File: config.mk
export PLATFORM = sky130hd
export DESIGN_NAME = cmd_mailbox
export DESIGN_NICKNAME = d
export VERILOG_FILES = /design/src/rtl/mbx_pkg.sv /design/src/rtl/mbx_fifo.sv /design/src/rtl/mbx_ctrl.sv /design/src/rtl/cmd_mailbox.sv
export SDC_FILE = /design/constraint.sdc
export NUM_CORES = 1
export LEC_CHECK = 0
export BUFFER_PORTS_ARGS = -buffer_cell sky130_fd_sc_hd__buf_4
export CAP_MARGIN = 25
export CORE_MARGIN = 5
export CORE_UTILIZATION = 50
export CTS_BUF_LIST = sky130_fd_sc_hd__clkbuf_2
export DETAILED_ROUTE_END_ITERATION = 10
export PLACE_DENSITY = 0.67
export RECOVER_POWER = 100
export SLEW_MARGIN = 20
export SYNTH_ARGS = -nofsm -noshare
export SYNTH_HDL_FRONTEND = slang
export SYNTH_SLANG_ARGS = --single-unit
File: constraint.sdc
create_clock -name clk -period 8.33 [get_ports clk]
set_input_delay 0.833 -clock clk [delete_from_list [all_inputs] [get_ports clk]]
set_output_delay 0.833 -clock clk [all_outputs]
set_load 0.005 [all_outputs]
File: src/rtl/mbx_pkg.sv
package mbx_pkg;
  localparam int MBX_AW = 4;
  localparam int MBX_DW = 32;

  typedef logic [MBX_AW-1:0] mbx_addr_t;
  typedef logic [MBX_DW-1:0] mbx_word_t;

  typedef enum logic [2:0] {
    SEL_NONE,
    SEL_REQ,
    SEL_REP,
    SEL_MASK,
    SEL_STAT
  } reg_sel_e;

  localparam int MASK_BIT = 3;
  localparam int STAT_PEND_BIT = 0;
  localparam int STAT_OVF_BIT = 1;
  localparam mbx_word_t EMPTY_WORD = '1;

  function automatic reg_sel_e decode_sel(mbx_addr_t a);
    case (a)
      4'h0: decode_sel = SEL_REQ;
      4'h4: decode_sel = SEL_REP;
      4'h8: decode_sel = SEL_MASK;
      4'hC: decode_sel = SEL_STAT;
      default: decode_sel = SEL_NONE;
    endcase
  endfunction

  function automatic mbx_word_t free_slots(int unsigned depth, int unsigned used);
    free_slots = mbx_word_t'(depth - used);
  endfunction

  function automatic mbx_word_t mask_word(logic m);
    mbx_word_t w;
    w = '0;
    w[MASK_BIT] = m;
    return w;
  endfunction

  function automatic mbx_word_t stat_word(logic pend, logic ovf);
    mbx_word_t w;
    w = '0;
    w[STAT_PEND_BIT] = pend;
    w[STAT_OVF_BIT] = ovf;
    return w;
  endfunction
endpackage

File: src/rtl/mbx_fifo.sv
module mbx_fifo #(
  parameter int DEPTH = 8,
  parameter int W = 32
) (
  input  logic                           clk,
  input  logic                           rst_n,
  input  logic                           push,
  input  logic [W-1:0]                   push_data,
  input  logic                           pop,
  output logic [W-1:0]                   head,
  output logic                           full,
  output logic                           empty,
  output logic [$clog2(DEPTH+1)-1:0]     count
);
  localparam int PW = (DEPTH > 1) ? $clog2(DEPTH) : 1;
  localparam int CW = $clog2(DEPTH + 1);

  logic [W-1:0] mem [DEPTH];
  logic [PW-1:0] wr_ptr, rd_ptr;
  logic [CW-1:0] cnt_q;
  logic push_ok, pop_ok;

  assign full    = (cnt_q == CW'(DEPTH));
  assign empty   = (cnt_q == '0);
  assign push_ok = push && !full;
  assign pop_ok  = pop && !empty;
  assign head    = mem[rd_ptr];
  assign count   = cnt_q;

  function automatic logic [PW-1:0] ptr_next(logic [PW-1:0] p);
    return (p == PW'(DEPTH - 1)) ? '0 : p + PW'(1);
  endfunction

  always_ff @(posedge clk) begin
    if (push_ok) mem[wr_ptr] <= push_data;
  end

  always_ff @(posedge clk) begin
    if (!rst_n) begin
      wr_ptr <= '0;
      rd_ptr <= '0;
      cnt_q  <= '0;
    end else begin
      if (push_ok) wr_ptr <= ptr_next(wr_ptr);
      if (pop_ok)  rd_ptr <= ptr_next(rd_ptr);
      case ({push_ok, pop_ok})
        2'b10:   cnt_q <= cnt_q + CW'(1);
        2'b01:   cnt_q <= cnt_q - CW'(1);
        default: cnt_q <= cnt_q;
      endcase
    end
  end

  AST_FIFO_BOUND: assert property (@(posedge clk) disable iff (!rst_n)
    count <= CW'(DEPTH));
  AST_FIFO_FULL_HOLD: assert property (@(posedge clk) disable iff (!rst_n)
    (push && full && !pop) |=> (count == $past(count)));
endmodule

File: src/rtl/mbx_ctrl.sv
module mbx_ctrl (
  input  logic clk,
  input  logic rst_n,
  input  logic mask_we,
  input  logic mask_wbit,
  input  logic drop_evt,
  input  logic pending,
  output logic mask_bit,
  output logic ovf_flag,
  output logic irq
);
  logic mask_q, ovf_q;

  always_ff @(posedge clk) begin
    if (!rst_n) begin
      mask_q <= 1'b1;
      ovf_q  <= 1'b0;
    end else begin
      if (mask_we)  mask_q <= mask_wbit;
      if (drop_evt) ovf_q  <= 1'b1;
    end
  end

  assign mask_bit = mask_q;
  assign ovf_flag = ovf_q;
  assign irq      = pending && !mask_q;

  AST_DROP_FLAG: assert property (@(posedge clk) disable iff (!rst_n)
    drop_evt |=> ovf_flag);
  AST_OVF_STICKY: assert property (@(posedge clk) disable iff (!rst_n)
    ovf_flag |=> ovf_flag);
  AST_MASK_LOAD: assert property (@(posedge clk) disable iff (!rst_n)
    mask_we |=> (mask_bit == $past(mask_wbit)));
endmodule

File: src/rtl/cmd_mailbox.sv
module cmd_mailbox
  import mbx_pkg::*;
#(
  parameter int DEPTH = 8
) (
  input  logic        clk,
  input  logic        rst_n,
  input  logic [3:0]  host_addr,
  input  logic        host_we,
  input  logic        host_re,
  input  logic [31:0] host_wdata,
  output logic [31:0] host_rdata,
  output logic        cmd_valid,
  output logic [31:0] cmd_data,
  input  logic        cmd_pop,
  input  logic        cpl_push,
  input  logic [31:0] cpl_data,
  output logic        cpl_ready,
  output logic        irq
);
  localparam int CW = $clog2(DEPTH + 1);

  reg_sel_e sel;
  logic wr_req, wr_rep, wr_mask, ack_hit, req_drop, cpl_accept;
  logic req_full, req_empty, rep_full, rep_empty;
  logic [CW-1:0] req_count, rep_count;
  mbx_word_t rep_head;
  logic mask_bit, ovf_flag;

  assign sel        = decode_sel(host_addr);
  assign wr_req     = host_we && (sel == SEL_REQ);
  assign wr_rep     = host_we && (sel == SEL_REP);
  assign wr_mask    = host_we && (sel == SEL_MASK);
  assign ack_hit    = wr_rep && (host_wdata == '0) && !rep_empty;
  assign req_drop   = wr_req && req_full;
  assign cpl_accept = cpl_push && !rep_full;

  mbx_fifo #(.DEPTH(DEPTH), .W(MBX_DW)) u_req_q (
    .clk(clk), .rst_n(rst_n),
    .push(wr_req), .push_data(host_wdata),
    .pop(cmd_pop), .head(cmd_data),
    .full(req_full), .empty(req_empty), .count(req_count)
  );

  mbx_fifo #(.DEPTH(DEPTH), .W(MBX_DW)) u_rep_q (
    .clk(clk), .rst_n(rst_n),
    .push(cpl_push), .push_data(cpl_data),
    .pop(ack_hit), .head(rep_head),
    .full(rep_full), .empty(rep_empty), .count(rep_count)
  );

  mbx_ctrl u_ctrl (
    .clk(clk), .rst_n(rst_n),
    .mask_we(wr_mask), .mask_wbit(host_wdata[MASK_BIT]),
    .drop_evt(req_drop), .pending(!rep_empty),
    .mask_bit(mask_bit), .ovf_flag(ovf_flag), .irq(irq)
  );

  assign cmd_valid = !req_empty;
  assign cpl_ready = !rep_full;

  always_comb begin
    host_rdata = '0;
    if (host_re) begin
      case (sel)
        SEL_REQ:  host_rdata = free_slots(DEPTH, int'(req_count));
        SEL_REP:  host_rdata = rep_empty ? EMPTY_WORD : rep_head;
        SEL_MASK: host_rdata = mask_word(mask_bit);
        SEL_STAT: host_rdata = stat_word(!rep_empty, ovf_flag);
        default:  host_rdata = '0;
      endcase
    end
  end

  AST_EMPTY_SENTINEL: assert property (@(posedge clk) disable iff (!rst_n)
    (host_re && sel == SEL_REP && rep_empty) |-> (host_rdata == 32'hFFFF_FFFF));
  AST_ACK_POP: assert property (@(posedge clk) disable iff (!rst_n)
    (ack_hit && !cpl_accept) |=> (rep_count == $past(rep_count) - CW'(1)));
  AST_NZ_ACK_IGNORED: assert property (@(posedge clk) disable iff (!rst_n)
    (wr_rep && host_wdata != '0 && !cpl_accept) |=> (rep_count == $past(rep_count)));
  AST_IRQ_NEEDS_REPLY: assert property (@(posedge clk) disable iff (!rst_n)
    irq |-> !rep_empty);
  AST_FULL_READS_ZERO: assert property (@(posedge clk) disable iff (!rst_n)
    (host_re && sel == SEL_REQ && req_full) |-> (host_rdata == '0));
endmodule

-- Word-level counts from Yosys, hierarchy flattened
Memory sizes are Yosys's and may differ from the RTL's. A register that Yosys moved wholly into a read port is not among the register bits.
Cells that the tools add are included.
- register bits: 22
- bits in latches: 0
- RAM bits: 512
- memory bits (read-only): 0
- input bits: 74
- output and inout bits: 67
- logic and storage cells: 76
- memories kept: 2
- memories (memory ; depth ; bits a word ; read ports ; clocked after memory_dff ; wr ports ; line ; source):
    u_rep_q.mem ; 8 ; 32 ; 1 ; 1 ; 1 ; mbx_fifo.sv:18 ; logic [W-1:0] mem [DEPTH];
    u_req_q.mem ; 8 ; 32 ; 1 ; 1 ; 1 ; mbx_fifo.sv:18 ;
- add/subtract/negate cells: 9
- multipliers: 0
- div/mod/pow operators: 0
- magnitude comparators: 0
- eq/ne operators: 17
- shift operators: 0
- muxes and demuxes: 18
- bitwise operators: 0
- reduce and logical (&&, ||, !) cells: 22
- operators by type and width (cell ; count):
    one-hot mux 32 bit (4 select lines) ; 1
    two-way mux 32 bit ; 2
    zero test 32 bit ; 1
    two-way mux 3 bit ; 8
    == test 4 bit, second input constant ; 4
    one-hot mux 4 bit (2 select lines) ; 2
    == test 3 bit, second input constant ; 5
    adder 3 x 1 -> 3 bit, second input constant ; 4
    zero test 4 bit ; 3
    one-hot mux 3 bit (4 select lines) ; 1
    logical AND 1 bit ; 11
    adder 4 x 1 -> 4 bit, second input constant ; 2
    subtractor 4 x 1 -> 4 bit, second input constant ; 2
    == test 3 x 2 -> 1 bit, second input constant ; 2
    zero test 1 bit ; 5
    subtractor 4 x 4 -> 5 bit, first input constant ; 1
    == test 2 x 1 -> 1 bit, second input constant ; 2
    == test 2 bit, second input constant ; 2
    == test 4 x 3 -> 1 bit, second input constant ; 1
    two-way mux 1 bit ; 4
    nonzero test 2 bit ; 2
    == test 3 x 1 -> 1 bit, second input constant ; 1

-- Depth between registers and ports, before layout
Gate-level depths: netlist of the first run.
- depth in word-level cells: 9
- depth in mapped cells: 12
- depth with buffers taken out: 12

-- By module
Synthesis of the first run repeated with hierarchy kept, for this count alone.
- cells, all modules: 1021
- area, all modules: 21763.4 µm²
- modules (own cells, without submodules) (module ; times used ; cells each ; area an instance (µm²) ; seq. area each (µm²)):
    mbx_fifo ; 2 ; 450 ; 10496.3 ; 7947.6
    cmd_mailbox ; 1 ; 115 ; 703.2 ; 0.0
    mbx_ctrl ; 1 ; 6 ; 67.6 ; 40.0

-- Worst setup path before layout of the first run
No wires, ideal clock.
- kind: input -> register
- from: input host_addr[3]
- to: memory u_req_q.mem[0][0], enable pin
- setup time: 0.501 ns
- arrival: 4.662 ns
- data required time: 7.829 ns
- setup slack: 3.167 ns
- cell stages on the path: 4
- buffers on the path: 1
- cell sequence: buf_2 > nor4_4 > nand3_4 > nor4_1
- cells in the longest elaborated chain, start to end: 7
- elaborated cells between the ends (all ways): 10
- classes of those cells: eq/ne (4); mux (3); reduce/logical (3)
- ends and longest elaborated chain (element ; line ; source):
    start: declaration ; cmd_mailbox.sv:8 ; input logic [3:0] host_addr,
    == test 4 bit, or another cell as far along ; mbx_pkg.sv:22 ; case (a)
    one-hot mux 3 bit (4 select lines) * ; mbx_pkg.sv:22 ;
    == test 3 x 1 -> 1 bit * ; cmd_mailbox.sv:31 ; assign wr_req = host_we && (sel == SEL_REQ);
    logical AND 1 bit * ; cmd_mailbox.sv:31 ;
    logical AND 1 bit * ; mbx_fifo.sv:25 ; assign push_ok = push && !full;
    two-way mux 1 bit * ; mbx_fifo.sv:35 ; if (push_ok) mem[wr_ptr] <= push_data;
    two-way mux 1 bit (not written as such) * ; mbx_fifo.sv:35 ;
    end: declaration ; mbx_fifo.sv:18 ;
Every way passes the cells marked *; elsewhere a longest branch is shown, timed or not.

==> reports/metrics.yaml, run 1 <==
grt_max_degree: 65
grt.overflow.total: 0
async_flop_share: 0
final_cell_mix: "edfxtp_1 (512), clkbuf_2 (196), mux4_2 (128)"
postRouteAntennaNets: 0
internal_power_w: 0.003843
cts_tree: "done"
power_frac_clock: 0.351
end_kind: "output port"
fin_setup_tns_ps: 0
r2r-end: "u_req_q.mem[4][10]$_DFFE_PP_"
place_area_mm2: 0.02285
power_density_mw_per_mm2: 204.1
drt_iter0_drc: 862
rrSetupSlack_ps: 4530
place_inst: 1638
drive_above_1_share: 0.3319
design_area_mm2: 0.02431
synth-main-ff-cell: "edfxtp_1"
io_pins: 141
cp.arrival_ps: 5280
worst-setup-path-type: "reg -> out"
dp_hpwl_um: 22530
violations: "capacitance limit, slew limit"
cts_buffers: 134
grt_pass1_vias: 11530
drv_slew: 592
place.gp.congestion: 0.7338
grt_pass1_wl_um: 65870
nets: 1390
ys_ff_latch: 540
clock_skew_ps: 87.30
track_usage: 0.1850
io_buffer_count: 140
htreeDepth: 4
worst_pin_slew_ps: 4036
worst-path-max-fanout: 64
syn_inst: 982
avgViaCountPerCell: 5.521
cp.required_ps: 7500
firstDrtPassIters: 6
cp-start-kind: "flop"
dieArea_mm2: 0.04630
cts-root-buf: "clkbuf_2"
via_count: 10640
slew_headroom: -1.690
finalNonFillerCells: 1928
placementRows: 75
r2r-start: "u_req_q.count[0]$_SDFFE_PN0P_"
swShare: 0.2253
remaining_drc_errors: 0
crit_end: "cmd_data[15]"
r2r.worst_path.cells: 6
syn_area_mm2: 0.02105
fmax_mhz: 163.6
rsz0062_at_grt: "no"
synth_edf_count: 512
ys_seq_area_frac: 0.7571
comb_power_share: 0.042
synth_nets: 1071
synth_area_per_cell_um2: 21.43
antenna_found_initial: 4
synth_warnings: 0
cts_buffer_depth: 3
hold_path_depth: 4
outcome: "finished with violations"
die_w_um: 215.2
die_h_um: 215.2
area_delta_synth_final_pct: 15.49
setup_viol: 0
peakVddDrop_v: 0.0001369
p_leak_nw: 7.862
initial_core_util: 0.5041
drv_cap: 19
clkTransAtPathRegs_ps: 100
hold_path_class: "in -> reg"
final_common_cell: "edfxtp_1"
synth_cell_types: 47
cts_sinks: 540
clk_latency_ps: 1080
routed_wl_um: 41740
post_drt_wl_per_cell_um: 21.65
fin_crit_sh: 0.7339
final_hold_viol_count: 0
p_seq_frac: 0.607
core-area_mm2: 0.04176
switching_power_w: 0.001118
finalWorstPathRequiredPeriod_ps: 6113
==> kinds of logic (layout without fill, tap and decap cells) <==
kind of cell / Yosys count / after routing / synth area share
and+or+nand+nor: 103 / 103 / 0.02919
muxes: 202 / 202 / 0.1742
DFF: 540 / 540 / 0.7571
xor gates and xnor gates: 7 / 7 / 0.002913
adders and majority gates: 15 / 15 / 0.008916
other: 0 / 3 / 0
buffers and inverters: 53 / 457 / 0.01171
AOI/OAI and AO/OA: 62 / 62 / 0.01599
==> state kept, by name, indices dropped and copies added, names as in the netlist, named ones only <==
register / cells
u_ctrl.mask_bit: 1
u_ctrl.ovf_flag: 1
u_rep_q.count: 4
u_rep_q.mem: 256
u_rep_q.rd_ptr: 3
u_rep_q.wr_ptr: 3
u_req_q.count: 4
u_req_q.mem: 256
u_req_q.rd_ptr: 3
u_req_q.wr_ptr: 3
==> repair_timing <==
action                    in CTS  in global routing
gates resized for setup        0                  0
buffers inserted               0                  0
hold buffers                  66                  0
hold endpoints to repair     516                  0
==> routing by layer <==
layer  up-vias  part of all wire  GRT usage
li1       4813                 -          -
met3        48             0.060    0.04560
met2       349              0.51     0.3047
met4         2             0.014    0.06145
met5         -           0.00031          0
met1      5432              0.41     0.2455
==> through the flow <==
stage | worst slack, ps | total power [W] | utilization | hold WS (ps)
global placement | 4510 | 0.003272 | 0.5470 | 459.0
detailed placement | 4507 | 0.003277 | 0.5472 | 458.3
global route | 1767 | 0.005216 | 0.5821 | 84.03
finish | 2217 | 0.004961 | 0.5821 | 213.1
floorplan | 3167 | 0.003168 | - | 440.3
CTS | 3683 | 0.005055 | 0.5923 | 58.24
==> cell type report <==
cell class / instances / area, µm²
Fill cell: 3161 / 17450
Sequential cell: 540 / 15950
Multi-Input combinational cell: 389 / 4873
Timing Repair Buffer: 231 / 1565
Clock buffer: 196 / 980.9
Tap cell: 539 / 674.4
Clock inverter: 25 / 241.5
Inverter: 5 / 18.77
Antenna cell: 3 / 7.507
==> how the worst min path moves through the flow <==
stage | start | end | slack, ps
after floorplan | u_ctrl.ovf_flag$_SDFFE_PN0P_ | u_ctrl.ovf_flag$_SDFFE_PN0P_ | 440
after CTS | host_addr[3] | u_ctrl.mask_bit$_SDFFE_PN1P_ | 60
after global placement | u_rep_q.rd_ptr[2]$_SDFFE_PN0N_ | flop | 460
after detailed placement | u_ctrl.ovf_flag$_SDFFE_PN0P_ | u_ctrl.ovf_flag$_SDFFE_PN0P_ | 460
after global routing | host_we | u_ctrl.ovf_flag$_SDFFE_PN0P_ | 80
final | host_we | u_ctrl.ovf_flag$_SDFFE_PN0P_ | 210
==> cell usage after synthesis (all sizes together), types with 9 or more instances <==
library cell | n | share of area
a21oi | 46 | 0.011
buf | 31 | 0.0078
clkbuf | 17 | 0.0030
dfxtp | 28 | 0.027
edfxtp | 512 | 0.73
ha | 15 | 0.0089
mux2 | 35 | 0.019
mux2i | 39 | 0.019
mux4 | 128 | 0.14
nand2 | 23 | 0.0042
nor2 | 20 | 0.0036
nor3 | 12 | 0.0034
nor4 | 9 | 0.0041
==> power by group through the flow <==
| stage | Combinational [W] | Sequential, W | Clock (W) |
|---|---|---|---|
| after floorplan | 0.000102 | 0.00307 | 0 |
| after global placement | 0.000201 | 0.00307 | 0 |
| after detailed placement | 0.000204 | 0.00307 | 0 |
| after CTS | 0.000232 | 0.00301 | 0.00181 |
| after global routing | 0.000230 | 0.00302 | 0.00197 |
| final | 0.000209 | 0.00301 | 0.00174 |
==> worst max-delay path, stage by stage (launching register included) <==
cell      delay (ps)
dfxtp_2          320
clkbuf_1        2840
mux4_2           510
mux2_1           400
buf_4            170
Note: power is estimated with default switching activity, not from simulation.
==> run 2, diff against run 1 <==
--- a/config.mk
+++ b/config.mk
@@ -11,7 +11,7 @@
 export CORE_UTILIZATION = 50
 export CTS_BUF_LIST = sky130_fd_sc_hd__clkbuf_2
 export DETAILED_ROUTE_END_ITERATION = 10
-export PLACE_DENSITY = 0.67
+export PLACE_DENSITY = 0.7
 export RECOVER_POWER = 100
 export SLEW_MARGIN = 20
 export SYNTH_ARGS = -nofsm -noshare
==> constraint.sdc (replaced) <==
create_clock -name clk -period 5.6 [get_ports clk]
set_input_delay 0.56 -clock clk [delete_from_list [all_inputs] [get_ports clk]]
set_output_delay 0.56 -clock clk [all_outputs]
set_load 0.005 [all_outputs]
==> run 2 against run 1 <==
Against the previous run:
- utilization rose by 0.12 points
- first-iteration DRC count fell by 19%
- combinational power rose by 50%
- the flow still finishes with violations (capacitance limit, slew limit)
- clock skew fell by 8.8 ps
- critical path depth did not move
- global-route usage rose by 0.49 points
- power rose by 48%
- die area did not move
==> reports/metrics.yaml, run 2 (same netlist as run 1, synthesis figures left out) <==
outcome: "finished with violations"
violations: "capacitance limit, slew limit"
slew_headroom: -0.6695
routed_wl_um: 43400
grt_max_degree: 47
grt_pass1_vias: 11700
firstDrtPassIters: 5
place_area_mm2: 0.02285
grt.overflow.total: 0
nets: 1402
antenna_found_initial: 3
finalWorstPathRequiredPeriod_ps: 4560
die_w_um: 215.2
area_delta_synth_final_pct: 15.72
drv_cap: 19
htreeDepth: 4
worst-path-max-fanout: 33
dp_hpwl_um: 23480
initial_core_util: 0.5041
setup_viol: 0
postRouteAntennaNets: 0
power_frac_clock: 0.346
switching_power_w: 0.001666
peakVddDrop_v: 0.0002509
post_drt_wl_per_cell_um: 22.24
cp.arrival_ps: 4000
track_usage: 0.1898
fin_crit_sh: 0.8143
avgViaCountPerCell: 5.519
place.gp.congestion: 0.7361
worst-setup-path-type: "reg -> out"
utilization: 0.5833
cts_buffers: 135
internal_power_w: 0.005665
clock_skew_ps: 78.52
cts_tree: "done"
end_kind: "output port"
design_area_mm2: 0.02436
grt_pass1_wl_um: 67010
dp_slack_ps: 1717
setup_ws_ps: 1040
die_h_um: 215.2
fin_setup_tns_ps: 0
p_leak_nw: 7.886
swShare: 0.2272
dieArea_mm2: 0.04630
cts_buffer_depth: 3
final_hold_viol_count: 0
drv_slew: 522
post_cts_resized: 0
clkTransAtPathRegs_ps: 100
clk_latency_ps: 1040
drt_iter0_drc: 700
cp-start-kind: "flop"
core-area_mm2: 0.04176
hold_path_class: "in -> reg"
top_regs: "u_rep_q.mem (256), u_req_q.mem (256)"
rsz0062_at_grt: "no"
p_seq_frac: 0.611
final_common_cell: "edfxtp_1"
cts-root-buf: "clkbuf_2"
cp.required_ps: 5040
io_buffer_count: 140
final_cell_mix: "edfxtp_1 (512), clkbuf_2 (211), mux4_2 (128)"
fmax_mhz: 219.3
io_pins: 141
remaining_drc_errors: 0
comb_power_share: 0.043
rrSetupSlack_ps: 1460
worst_pin_slew_ps: 2504
cts_sinks: 540
placementRows: 75
power_density_mw_per_mm2: 301.0
drive_above_1_share: 0.3241
via_count: 10770
## run 2: cell types whose count changed in the layout (fill, tap and decap cells not counted), moves of 5 or more
| cell | before | now |
|---|---|---|
| dlygate4sd3_1 | 66 | 74 |
| clkbuf_1 | 89 | 99 |
| clkbuf_2 | 196 | 211 |
| clkinv_1 | 7 | 17 |
| buf_4 | 32 | 27 |
| clkbuf_4 | 44 | 37 |
## run 2: critical path, cell delays in order, from the launching register on
cell     delay [ps]
dfxtp_1        1460
buf_4           630
mux4_2          380
mux2_1          360
buf_4           160
## run 2: stage by stage
step | total power, W | hold slack [ps] | std cells
final | 0.007331 | 423.2 | 1951
after floorplan | 0.004713 | 440.3 | 982
after CTS | 0.007473 | 138.8 | 1946
after global placement | 0.004867 | 455.1 | 1637
after global routing | 0.007711 | 289.1 | 1951
after detailed placement | 0.004879 | 460.2 | 1638
## run 2: area by class of cell
class	count	area, µm²
Fill cell	3179	17400
Sequential cell	540	15950
Multi-Input combinational cell	389	4845
Timing Repair Buffer	242	1670
Clock buffer	209	1046
Tap cell	539	674.4
Clock inverter	25	152.6
Inverter	5	18.77
Antenna cell	2	5.005
## run 2: final timing paths
path                             startpoint                            to  depth (start not counted)
min reg2reg  u_rep_q.rd_ptr[1]$_SDFFE_PN0N_                          flop                          2
min                                   rst_n  u_ctrl.ovf_flag$_SDFFE_PN0P_                          3
max                                    flop                   cmd_data[0]                          4
max reg2reg   u_rep_q.count[1]$_SDFFE_PN0P_   u_rep_q.mem[2][4]$_DFFE_PP_                          5
## run 2: metal layers
metal	vias up	share of wire	global-route usage
met5	-	0.00030	0
met4	2	0.019	0.06123
met3	70	0.054	0.04968
met2	342	0.53	0.3321
met1	5510	0.39	0.2327
li1	4844	-	-
## run 2: what timing repair did
item,CTS,global route
setup endpoints to repair,0,0
setup buffers,0,0
hold endpoints to repair,534,0
hold buffers,74,0
## run 2: power by group through the flow
stage                     Combinational, W  Sequential, W  Clock, W
after floorplan                   0.000151        0.00456         0
after global placement            0.000298        0.00457         0
after detailed placement          0.000307        0.00457         0
after CTS                         0.000351        0.00448   0.00264
after global routing              0.000342        0.00449   0.00288
final                             0.000313        0.00448   0.00254
==> run 3, diff against run 2 <==
--- a/config.mk
+++ b/config.mk
@@ -5,13 +5,14 @@
 export SDC_FILE = /design/constraint.sdc
 export NUM_CORES = 1
 export LEC_CHECK = 0
+export ABC_AREA = 1
 export BUFFER_PORTS_ARGS = -buffer_cell sky130_fd_sc_hd__buf_4
 export CAP_MARGIN = 25
 export CORE_MARGIN = 5
 export CORE_UTILIZATION = 50
 export CTS_BUF_LIST = sky130_fd_sc_hd__clkbuf_2
 export DETAILED_ROUTE_END_ITERATION = 10
-export PLACE_DENSITY = 0.7
+export PLACE_DENSITY = 0.69
 export RECOVER_POWER = 100
 export SLEW_MARGIN = 20
 export SYNTH_ARGS = -nofsm -noshare
==> constraint.sdc (replaced) <==
create_clock -name clk -period 4.1 [get_ports clk]
set_input_delay 0.41 -clock clk [delete_from_list [all_inputs] [get_ports clk]]
set_output_delay 0.41 -clock clk [all_outputs]
set_load 0.005 [all_outputs]
==> run 3 against run 2 <==
Against the previous run:
- the run still ends with capacitance limit, slew limit left
- die area up 4.7%
- register-to-register slack lost 1200 ps
- critical path type unchanged
- non-clock buffer count rose by 88
- hold slack got worse by 260 ps
- largest power group unchanged
- critical path depth up 4
- global-route usage increased by 3.6 points
==> reports/metrics.yaml, run 3 <==
cts_setup_buffers: 0
grt_max_degree: 89
avgViaCountPerCell: 5.385
cts-root-buf: "clkbuf_2"
crit_slowest_cell: "buf_4"
postRouteAntennaNets: 0
comb_power_share: 0.186
whs_ps: 162.2
worst_pin_slew_ps: 2464
swShare: 0.2927
final_hold_viol_count: 0
final_common_cell: "edfxtp_1"
gr-usage-met1: 0.2667
top_regs: "u_rep_q.mem (256), u_req_q.mem (256)"
p_seq_frac: 0.512
synth_area_leaders: "edfxtp_1 (70%), nand2_1 (7.0%), nand3_1 (5.5%)"
initial_core_util: 0.5027
cp.required_ps: 3690
ys_ff_latch: 540
synth-main-ff-cell: "edfxtp_1"
setup_viol: 0
synth_common_cells: "edfxtp_1 (512), nand2_1 (409), nor2_1 (286)"
antenna_found_initial: 3
syn_inst: 1861
cp.arrival_ps: 3410
power_frac_clock: 0.302
io_pins: 141
synth_cell_types: 33
clkTransAtPathRegs_ps: 100
syn_area_mm2: 0.02208
drive_above_1_share: 0.1566
grt.overflow.total: 0
num-fill-cells: 3650
grt_use_met3: 0.05733
area_delta_synth_final_pct: 18.64
synth_area_leader_cell: "edfxtp_1"
violations: "capacitance limit, slew limit"
drv_slew: 87
worst-setup-path-type: "reg -> out"
die_w_um: 220.2
power_w: 0.01229
cp_top_family: "buffers and inverters"
clock_skew_ps: 57.92
routed_wl_um: 54240
end_kind: "output port"
slew_headroom: -0.6486
dp_hpwl_um: 28950
cpMostUsedCell: "nand3_1"
critPathBufInv: 2
post_drt_wl_per_cell_um: 18.65
die_h_um: 220.2
cts_sinks: 540
cts_buffers: 136
cp-start-kind: "flop"
core-area_mm2: 0.04393
htreeDepth: 4
cts_tree: "done"
fmax_mhz: 261.6
p_leak_nw: 9.620
via_count: 15660
finalWorstPathRequiredPeriod_ps: 3823
cp_slowest_stage_delay_ps: 650
peakVddDrop_v: 0.0003234
remaining_drc_errors: 0
fin_setup_tns_ps: 0
grt-busiest-layer: "met2"
switching_power_w: 0.003598
synth_top_area_frac: 0.6962
hold_path_class: "in -> reg"
firstDrtPassIters: 6
drt_iter0_drc: 1188
synth_warnings: 0
synth_edf_count: 512
final_cell_mix: "edfxtp_1 (512), nand2_1 (410), nor2_1 (284)"
ys_seq_area_frac: 0.7215
grt_pass1_vias: 16100
dieArea_mm2: 0.04847
grt_util_met2: 0.3927
place.gp.congestion: 0.7592
rsz0062_at_grt: "no"
power_density_mw_per_mm2: 469.2
track_usage: 0.2254
fin_crit_sh: 0.9324
async_flop_share: 0
path_cells: "buf_4 > nand2_1 > nand3_1 > nand3_1 > nand3_1 > a21oi_1 > nor2_1 > buf_4"
grt_pass1_wl_um: 84230
outcome: "finished with violations"
yosysMostFrequentCell: "edfxtp_1"
synth_area_per_cell_um2: 11.87
cts_buffer_depth: 3
nets: 2309
io_buffer_count: 140
placementRows: 77
clk_latency_ps: 1250
drv_cap: 4
synth_nets: 1950
internal_power_w: 0.008694
worst-path-max-fanout: 70
[run 3: changes by cell type after synthesis, sizes merged, moves of 17 or more]
| cell | change |
|---|---|
| nand2 | +388 |
| nor2 | +271 |
| nand3 | +237 |
| mux4 | -128 |
| o21ai | +71 |
| o32ai | +64 |
| buf | +44 |
| mux2i | -39 |
| inv | +37 |
| mux2 | -35 |
| clkbuf | +17 |
[run 3: logic make-up after synthesis]
kind of cell,after synthesis,synth area share
AO/OA/AOI/OAI,192,0.05518
XOR/XNOR,4,0.001587
adder cells (fa/ha/maj),15,0.008498
buffers and inverters,151,0.03303
flip-flops,540,0.7215
AND/OR/NAND/NOR,959,0.1802
[run 3: layout make-up]
| cell class | instances | area [µm²] | share of cell area |
|---|---|---|---|
| diodes | 5 | 12.51 | 0.0004775 |
| repair buffers | 330 | 2645 | 0.1010 |
| clock inverters | 33 | 299.0 | 0.01141 |
| multi-input cells | 1170 | 5408 | 0.2064 |
| clock buffers | 196 | 980.9 | 0.03744 |
| well taps | 592 | 740.7 | 0.02827 |
| inverters | 42 | 168.9 | 0.006447 |
| flip-flops and latches | 540 | 15950 | 0.6086 |
[run 3: repair_timing]
action / CTS / global route
gates cloned: 0 / 0
gates resized for setup: 2 / 1
setup endpoints to repair: 17 / 15
pin swaps: 0 / 0
hold buffers: 145 / 0
hold endpoints to repair: 586 / 0
[run 3: final timing paths]
check                                                   start                      endpoint  slack, ps  cells after the start
worst max-delay path                                     flop                 host_rdata[5]        280                      8
worst min-delay path                             host_addr[1]  u_ctrl.mask_bit$_SDFFE_PN1P_        160                      8
worst max register to register  u_rep_q.count[0]$_SDFFE_PN0P_   u_rep_q.mem[2][1]$_DFFE_PP_        300                      5
worst min register to register   u_ctrl.ovf_flag$_SDFFE_PN0P_  u_ctrl.ovf_flag$_SDFFE_PN0P_        470                      2
[run 3: worst reg2reg max path, stage by stage, from the launching register on]
cell	delay [ps]
dfxtp_1	450
nor2_1	90
nand3_1	180
nand3_1	210
nor2_1	1860
clkbuf_2	630
[run 3: through the flow]
stage	instance area [µm²]	util	worst slack, ps	cells
global route	26190	0.5962	19.13	2905
detailed placement	23800	0.5417	1373	2529
global placement	23800	0.5417	1407	2529
floorplan	22080	-	321.6	1861
CTS	26540	0.6040	18.79	2903
finish	26200	0.5964	277.0	2908
[run 3: routing by layer]
| metal | vias up | routed length [µm] |
|---|---|---|
| met5 | - | 0 |
| met4 | 0 | 1418 |
| met3 | 115 | 3964 |
| met2 | 616 | 27760 |
| met1 | 7503 | 21100 |
| li1 | 7427 | - |
[run 3: power by group through the flow]
stage / combinational [W] / clock, W / sequential [W]
6_report: 0.00228 / 0.00371 / 0.00630
5_1_grt: 0.00254 / 0.00411 / 0.00632
4_1_cts: 0.00239 / 0.00382 / 0.00630
3_5_place_dp: 0.00227 / 0 / 0.00642
3_3_place_gp: 0.00220 / 0 / 0.00641
2_1_floorplan: 0.00145 / 0 / 0.00632
